**config.mk**
```make
export PLATFORM = sky130hd
export DESIGN_NAME = selfprog_ctrl
export DESIGN_NICKNAME = d
export VERILOG_FILES = /design/src/rtl/spm_ctl_pkg.sv /design/src/rtl/spm_arm_timer.sv /design/src/rtl/spm_op_tracker.sv /design/src/rtl/selfprog_ctrl.sv
export SDC_FILE = /design/constraint.sdc
export NUM_CORES = 1
export LEC_CHECK = 0
export BUFFER_PORTS_ARGS = -buffer_cell sky130_fd_sc_hd__buf_2
export CAP_MARGIN = 10
export CORE_MARGIN = 4
export CORE_UTILIZATION = 31
export DETAILED_ROUTE_END_ITERATION = 8
export PLACE_DENSITY_LB_ADDON = 0.12
export SYNTH_ARGS = -nofsm -noshare
export SYNTH_HDL_FRONTEND = slang
export SYNTH_SLANG_ARGS = --single-unit
```
**constraint.sdc**
```tcl
create_clock -name clk -period 2.35 [get_ports clk]
set_clock_uncertainty 0.2 [all_clocks]
set_input_delay 0.235 -clock clk [delete_from_list [all_inputs] [get_ports clk]]
set_output_delay 0.235 -clock clk [all_outputs]
set_load 0.01 [all_outputs]
```
**src/rtl/spm_ctl_pkg.sv**
```systemverilog
package spm_ctl_pkg;
   localparam int B_IE   = 7;
   localparam int B_SECT = 4;
   localparam int B_LOCK = 3;
   localparam int B_WR   = 2;
   localparam int B_ER   = 1;
   localparam int B_EN   = 0;
   localparam int REG_W  = 8;

   function automatic int max_int(int a, int b);
      return (a > b) ? a : b;
   endfunction
endpackage

```
**src/rtl/spm_arm_timer.sv**
```systemverilog
module spm_arm_timer #(
   parameter int MAXV = 4,
   parameter int CW   = 3
) (
   input  logic          clk,
   input  logic          rst_n,
   input  logic          load,
   input  logic [CW-1:0] load_val,
   input  logic          stop,
   output logic          active,
   output logic          last
);
   logic [CW-1:0] cnt;

   always_ff @(posedge clk or negedge rst_n) begin
      if (!rst_n)              cnt <= '0;
      else if (load)           cnt <= load_val;
      else if (stop)           cnt <= '0;
      else if (cnt != '0)      cnt <= cnt - 1'b1;
   end

   assign active = (cnt != '0);
   assign last   = (cnt == CW'(1));

   AST_CNT_BOUND: assert property (@(posedge clk) disable iff (!rst_n)
      int'(cnt) <= MAXV);
   AST_CNT_DOWN: assert property (@(posedge clk) disable iff (!rst_n)
      active && !load && !stop |=> int'(cnt) == int'($past(cnt)) - 1);
endmodule

```
**src/rtl/spm_op_tracker.sv**
```systemverilog
module spm_op_tracker #(
   parameter int AW = 10
) (
   input  logic          clk,
   input  logic          rst_n,
   input  logic          start,
   input  logic          kind_wr,
   input  logic [AW-1:0] addr_in,
   input  logic          ack,
   output logic          busy,
   output logic          write_req,
   output logic          erase_req,
   output logic [AW-1:0] page_addr
);
   logic          kind_q;
   logic [AW-1:0] addr_q;

   always_ff @(posedge clk or negedge rst_n) begin
      if (!rst_n) begin
         busy   <= 1'b0;
         kind_q <= 1'b0;
         addr_q <= '0;
      end else if (start) begin
         busy   <= 1'b1;
         kind_q <= kind_wr;
         addr_q <= addr_in;
      end else if (busy && ack) begin
         busy   <= 1'b0;
      end
   end

   assign write_req = busy &  kind_q;
   assign erase_req = busy & ~kind_q;
   assign page_addr = addr_q;

   AST_REQ_HOLD: assert property (@(posedge clk) disable iff (!rst_n)
      (write_req || erase_req) && !ack |=>
         write_req == $past(write_req) && erase_req == $past(erase_req));
   AST_ADDR_STABLE: assert property (@(posedge clk) disable iff (!rst_n)
      busy && !ack |=> $stable(page_addr));
   AST_NO_RESTART: assert property (@(posedge clk) disable iff (!rst_n)
      busy |-> !start);
endmodule

```
**src/rtl/selfprog_ctrl.sv**
```systemverilog
module selfprog_ctrl
   import spm_ctl_pkg::*;
#(
   parameter int ZW       = 16,
   parameter int PAGE_LSB = 6,
   parameter int WIN_PG   = 4,
   parameter int WIN_INFO = 3,
   parameter bit IRQ_REG  = 1'b0
) (
   input  logic                   clk,
   input  logic                   rst_n,
   input  logic                   reg_we,
   input  logic [REG_W-1:0]       reg_wdata,
   output logic [REG_W-1:0]       reg_rdata,
   input  logic                   gie,
   input  logic                   st_strobe,
   input  logic                   ld_strobe,
   input  logic [ZW-1:0]          zptr,
   input  logic                   buf_filling,
   input  logic                   ee_busy,
   input  logic                   op_ack,
   output logic                   write_req,
   output logic                   erase_req,
   output logic [ZW-PAGE_LSB-1:0] page_addr,
   output logic                   halt_cpu,
   output logic                   buf_clear,
   output logic                   info_rd,
   output logic                   info_sel,
   output logic                   rdy_irq
);
   localparam int AW   = ZW - PAGE_LSB;
   localparam int WMAX = max_int(WIN_PG, WIN_INFO);
   localparam int CW   = $clog2(WMAX + 1);

   if (WIN_PG < 1 || WIN_INFO < 1) begin : g_bad_win
      $error("selfprog_ctrl: windows must be at least one cycle");
   end
   if (PAGE_LSB < 2 || PAGE_LSB >= ZW) begin : g_bad_lsb
      $error("selfprog_ctrl: PAGE_LSB must lie in 2..ZW-1");
   end

   logic r_ie, r_sect, r_lock, r_wr, r_er, r_en;
   logic busy, win_active, win_last;
   logic wr_acc, single_cmd, pg_go, info_go, expire, done;
   logic [CW-1:0] win_len;
   logic irq_raw;
   logic unused_bits;

   assign unused_bits = ^{zptr[PAGE_LSB-1:1], reg_wdata[6:5]};

   assign wr_acc     = reg_we && !busy;
   assign single_cmd = ($countones({r_lock, r_wr, r_er}) == 1);
   assign pg_go      = win_active && !reg_we && st_strobe && single_cmd && (r_wr || r_er);
   assign info_go    = win_active && !reg_we && ld_strobe && single_cmd && r_lock;
   assign expire     = win_active && !reg_we && win_last && !pg_go && !info_go;
   assign done       = busy && op_ack;

   always_comb begin
      if (!reg_wdata[B_EN])
         win_len = '0;
      else if (reg_wdata[B_LOCK] && !reg_wdata[B_WR] && !reg_wdata[B_ER])
         win_len = CW'(WIN_INFO);
      else
         win_len = CW'(WIN_PG);
   end

   spm_arm_timer #(.MAXV(WMAX), .CW(CW)) u_timer (
      .clk      (clk),
      .rst_n    (rst_n),
      .load     (wr_acc),
      .load_val (win_len),
      .stop     (pg_go || info_go),
      .active   (win_active),
      .last     (win_last)
   );

   spm_op_tracker #(.AW(AW)) u_op (
      .clk       (clk),
      .rst_n     (rst_n),
      .start     (pg_go),
      .kind_wr   (r_wr),
      .addr_in   (zptr[ZW-1:PAGE_LSB]),
      .ack       (op_ack),
      .busy      (busy),
      .write_req (write_req),
      .erase_req (erase_req),
      .page_addr (page_addr)
   );

   always_ff @(posedge clk or negedge rst_n) begin
      if (!rst_n) begin
         {r_ie, r_sect, r_lock, r_wr, r_er, r_en} <= '0;
      end else if (wr_acc) begin
         r_ie   <= reg_wdata[B_IE];
         r_sect <= reg_wdata[B_SECT];
         r_en   <= reg_wdata[B_EN];
         r_lock <= reg_wdata[B_LOCK] & reg_wdata[B_EN];
         r_wr   <= reg_wdata[B_WR]   & reg_wdata[B_EN];
         r_er   <= reg_wdata[B_ER]   & reg_wdata[B_EN];
      end else if (info_go || expire) begin
         {r_lock, r_wr, r_er, r_en} <= '0;
      end else if (done) begin
         {r_wr, r_er, r_en} <= '0;
      end
   end

   always_ff @(posedge clk or negedge rst_n) begin
      if (!rst_n) begin
         buf_clear <= 1'b0;
         info_rd   <= 1'b0;
         info_sel  <= 1'b0;
      end else begin
         buf_clear <= wr_acc && reg_wdata[B_SECT] && buf_filling;
         info_rd   <= info_go;
         if (info_go) info_sel <= zptr[0];
      end
   end

   assign reg_rdata = {r_ie, 2'b00, r_sect, r_lock, r_wr, r_er, r_en};
   assign halt_cpu  = busy;
   assign irq_raw   = r_ie && gie && !r_en && !ee_busy && !busy;

   if (IRQ_REG) begin : g_irq_ff
      logic irq_q;
      always_ff @(posedge clk or negedge rst_n) begin
         if (!rst_n) irq_q <= 1'b0;
         else        irq_q <= irq_raw;
      end
      assign rdy_irq = irq_q;
   end else begin : g_irq_comb
      assign rdy_irq = irq_raw;
      AST_IRQ_QUIET: assert property (@(posedge clk) disable iff (!rst_n)
         (ee_busy || halt_cpu) |-> !rdy_irq);
   end

   AST_HALT_CAUSE: assert property (@(posedge clk) disable iff (!rst_n)
      $rose(halt_cpu) |-> $past(st_strobe) && !$past(reg_we));
   AST_DONE_CLEARS: assert property (@(posedge clk) disable iff (!rst_n)
      halt_cpu && op_ack |=> !halt_cpu && !reg_rdata[B_EN]);
   AST_INFO_PULSE: assert property (@(posedge clk) disable iff (!rst_n)
      info_rd |=> !info_rd);
   AST_REQ_EXCL: assert property (@(posedge clk) disable iff (!rst_n)
      $onehot0({write_req, erase_req, info_rd}));
endmodule

```
Word-level counts from Yosys, hierarchy flattened:

Index checks and enable logic that the tools add are counted.

* $add $sub $neg: 3
* equal/unequal tests: 2
* muxes and demuxes: 13
* bitwise operators: 6
* reduce and logical (&&, ||, !) cells: 36

Operators with widths (count)
* $logic_and A1 B1 Y1: 20
* $mux W3: 5
* $reduce_bool A3 Y1: 3
* $logic_not A1 Y1: 8
* $mux W1: 8
* $eq A3 B1 Y1 const B: 2
* $and A1 B1 Y1: 5
* $reduce_bool A2 Y1: 2
* $add A2 B1 Y3: 1
* $logic_or A1 B1 Y1: 3
* $sub A3 B1 Y3 const B: 1
* $add A1 B1 Y2: 1
* $not A1 Y1: 1

* logic and storage cells: 73
* register bits after elaboration: 24
* input bits: 33
* output and inout port bits: 25

Logic depth before layout (Yosys ltp):

* depth in word-level cells: 11
* mapped depth: 7
* gate-level depth less buffers: 6

Hierarchy:

Synthesis repeated with hierarchy kept, for this count alone.

* cell total of the unflattened synthesis: 99
* area total of the unflattened synthesis: 1246.2 um^2

By module, submodules not included
* selfprog_ctrl: area each 548.0 um^2, cells an instance 53, instances 1
* spm_op_tracker: area each 494.2 um^2, cells an instance 28, instances 1
* spm_arm_timer: area each 203.9 um^2, cells an instance 18, instances 1

Worst setup path before layout:

Ideal clock, no wire load.

* kind: flip-flop to flip-flop
* start: register r_lock
* end: register u_op.kind_q
* library setup time: 0.127 ns
* arrival: 1.987 ns
* path slack: 0.035 ns
* data required time: 2.023 ns
* buffers on the path: 1
* stages on the path, launching flop included: 8
* cells stage by stage: dfrtp_1 -> inv_1 -> fa_1 -> nand2b_1 -> or3_4 -> nor2_2 -> buf_6 -> mux2_1

* longest elaborated chain between the ends: 4

Ends and longest elaborated chain
* from (decl): RTL line selfprog_ctrl.sv:42 `logic r_ie, r_sect, r_lock, r_wr, r_er, r_en;`
* from (signal assigned): RTL line selfprog_ctrl.sv:97 `r_lock <= reg_wdata[B_LOCK] & reg_wdata[B_EN];`
* $add A2 B1 Y3 (not written as such): RTL line selfprog_ctrl.sv:52 `assign single_cmd = ($countones({r_lock, r_wr, r_er}) == 1);`
* $eq A3 B1 Y1: RTL line selfprog_ctrl.sv:52
* $logic_and A1 B1 Y1 (2 in series): RTL line selfprog_ctrl.sv:53 `assign pg_go = win_active && !reg_we && st_strobe && single_cmd && (r_wr || r_er);`
* to (signal assigned): RTL line spm_op_tracker.sv:25 `kind_q <= kind_wr;`
* to (decl): RTL line spm_op_tracker.sv:15 `logic kind_q;`

No other way between the ends.
A chain may end at the register's enable or synchronous reset.

Worst setup path after layout:

* start: register r_lock
* end: register u_op.addr_q[8] (netlist: u_op.page_addr[8])

* longest elaborated chain between the ends: 4

Ends and longest elaborated chain
* $add A2 B1 Y3 (not written as such): RTL line selfprog_ctrl.sv:52
* $eq A3 B1 Y1: RTL line selfprog_ctrl.sv:52
* $logic_and A1 B1 Y1 (2 in series): RTL line selfprog_ctrl.sv:53
* to (signal assigned): RTL line spm_op_tracker.sv:26 `addr_q <= addr_in;`
* to (decl): RTL line spm_op_tracker.sv:16 `logic [AW-1:0] addr_q;`

No other way between the ends.

==> results.tsv <==
metric	value	unit
status	finished clean	
multi_input_area	514	µm²
wire_per_inst	12.2	µm
fmax	0.433	GHz
cp.arrival	2.25	ns
setup_viol	0	
path_cells	inv_2 -> fa_1 -> nand2b_4 -> or3_4 -> nor2_4 -> buf_12 -> mux2_1	
core	0.00369	mm²
dp_hpwl	2.17	mm
clk_latency	0.26	ns
wl_met1	1.24	mm
placementRows	22	
cts.sinks	24	
ctsLongestPathBuffers	2	
max_slew.worst_pin.slew	0.607	ns
drv_slew	0	
dr_wl_met3	184	µm
start_util	32.4	%
vias	1010	
hp-class	in -> reg	
avgSynthCellArea	10.5	µm²
die_w	70.1	µm
grt_start_max_net_pins	25	
wirelength	2.76	mm
fill_cells	384	
worstSetupPathType	reg -> reg	
yosys.cell_types.count	30	
hold_ws	0.00261	ns
antenna_found_initial	0	
yosys.area.top_type	dfrtp_1	
firstDrtPassIters	2	
cpPeakStageDelay	0.46	ns
viasPerCell	4.49	
fin_crit	2.31	ns
syn_inst	114	
drv_cap	0	
seq_area_frac_synth	50.3	%
synth_top_area_share	50.3	%
place_congestion	0.737	
io_buffers	48	
grt_pass1_vias	1030	
yosys_warnings	0	
end_kind	flip-flop	
io_pins	58	
synth_seq_cells	24	
layout-drive-gt1-share	37.3	%
path_buf_inv	2	
seq_area	601	µm²
die_h	70.1	µm
dieArea	0.00491	mm²
synth_edf_count	0	
synthFlopType	dfrtp_1	
crit_fanout	11	
max-slew-margin-rel	59.4	%
ys_top_cells_by_area	dfrtp_1 50%, mux2_1 11%, buf_4 5.0%, nand2_1 5.0%, ha_1 3.1%	
dr_wl_met2	1.32	mm
numCtsBuffers	3	
drc	0	
grt_pass1_wl	4.50	mm
antenna_cells	0	
finish.net_count	215	
power_density	945	mW/mm²
critPathTopFamily	simple AND/OR/NAND/NOR gates	
cts_tree	yes	
syn_area	0.00119	mm²
syn2layout_area_growth	42.0	%
peakVddDrop	0.319	mV
htreeDepth	1	
grt_overflow	0	
async_flop_share	100	%
drtAntennaViolNets	0	
fin_crit_sh	98.2	%
drt_first_iter_violations	23	
root_buffer	clkbuf_8	
finalHoldViolations	0	
cp_slowest_cell	fa_1	
highest-signal-layer	met4	
p_leak	0.000864	µW
crit_required	2.29	ns
rsz0062_at_grt	true	
track_usage	10.9	%
finalCoreUtilization	46.0	%
crit_path_start_kind	flip-flop	
clk_transition_reported_paths	0.08	ns
[synthesized netlist by cell type (2+ instances only)]
library cell	number
o21ai_1	4
a21oi_1	7
nand2b_1	2
dfrtp_1	24
o211ai_1	2
mux2_1	12
nand2_1	16
buf_4	8
ha_1	3
inv_1	8
nor2b_1	2
nand3_1	4
nor2_1	5
[sequential cells by signal, summed over array words and instances, names as in the netlist]
register	count
info_rd	1
r_lock	1
buf_clear	1
r_en	1
u_op.busy	1
r_er	1
info_sel	1
r_sect	1
r_ie	1
u_op.page_addr	10
r_wr	1
u_timer.cnt	3
u_op.kind_q	1
[stage by stage]
stage	area [µm²]	power, µW	std cells	worst slack, ns	TNS, ns
global route	1700	1720	225	-0.0324	-0.288
detailed placement	1480	1290	207	-0.00490	-0.00532
CTS	1670	1590	224	0.0165	0
finish	1700	1600	225	0.0428	0
floorplan	1200	1040	115	0.0355	0
global placement	1480	1260	207	0.0284	0
[path summary, 6_finish.rpt]
check	slack [ns]	startpoint	endpoint	depth (start not counted)
min in group asynchronous	0.29	rst_n	u_op.page_addr[9]$_DFFE_PN0P_	2
max reg2reg	0.04	r_lock$_DFFE_PN0P_	u_op.page_addr[8]$_DFFE_PN0P_	7
max in group asynchronous	1.30	rst_n	u_timer.cnt[2]$_DFFE_PN0P_	2
min reg2reg	0.28	r_sect$_DFFE_PN0P_	r_sect$_DFFE_PN0P_	2
max	0.04	r_lock$_DFFE_PN0P_	u_op.page_addr[8]$_DFFE_PN0P_	7
min	0.003	zptr[0]	info_sel$_DFFE_PN0P_	2
[final cells by class]
class / instances / share of cell area (%)
clock buffer: 4 / 3.25
inverter: 8 / 1.77
multi-input combinational: 73 / 30.3
sequential: 24 / 35.4
tap: 48 / 3.54
timing repair buffer: 68 / 25.7
[cells in the final DEF (no fill, tap or decap), types with 3 or more instances in the layout]
cell	count
dlygate4sd3_1	13
a21oi_1	7
inv_1	7
mux2_1	11
buf_4	6
ha_1	3
dfrtp_1	24
o21ai_1	4
nand3_1	4
buf_2	48
nand2_1	16
nor2_1	5
clkbuf_8	4
[logic make-up after synthesis]
| kind of cell | Yosys count | synth area share [%] |
|---|---|---|
| DFF | 24 | 50.3 |
| AOI/OAI and AO/OA | 17 | 8.49 |
| adders and majority gates | 4 | 4.82 |
| muxes | 12 | 11.3 |
| buffers and inverters | 18 | 8.80 |
| other | 1 | 0.314 |
| and+or+nand+nor | 38 | 15.9 |
[layer usage]
layer  GRT usage (%)  vias up
met3            2.45        2
met2            19.5       29
met4            1.91        0
met1            13.6      480
met5               0        -
li1                -      499
[power breakdown]
group / internal (µW) / total (µW) / switching [µW]
registers: 565 / 649 / 83.7
logic: 338 / 681 / 344
clock network: 149 / 272 / 123
total: 1050 / 1600 / 550
[repair_timing]
| action | CTS | global route |
|---|---|---|
| cloned | 0 | 0 |
| setup buffers | 0 | 1 |
| setup endpoints to repair | 1 | 15 |
| hold endpoints to repair | 36 | 0 |
| resized for setup | 1 | 4 |
| hold buffers | 13 | 0 |
No activity file was read; power rests on OpenSTA's default activity.
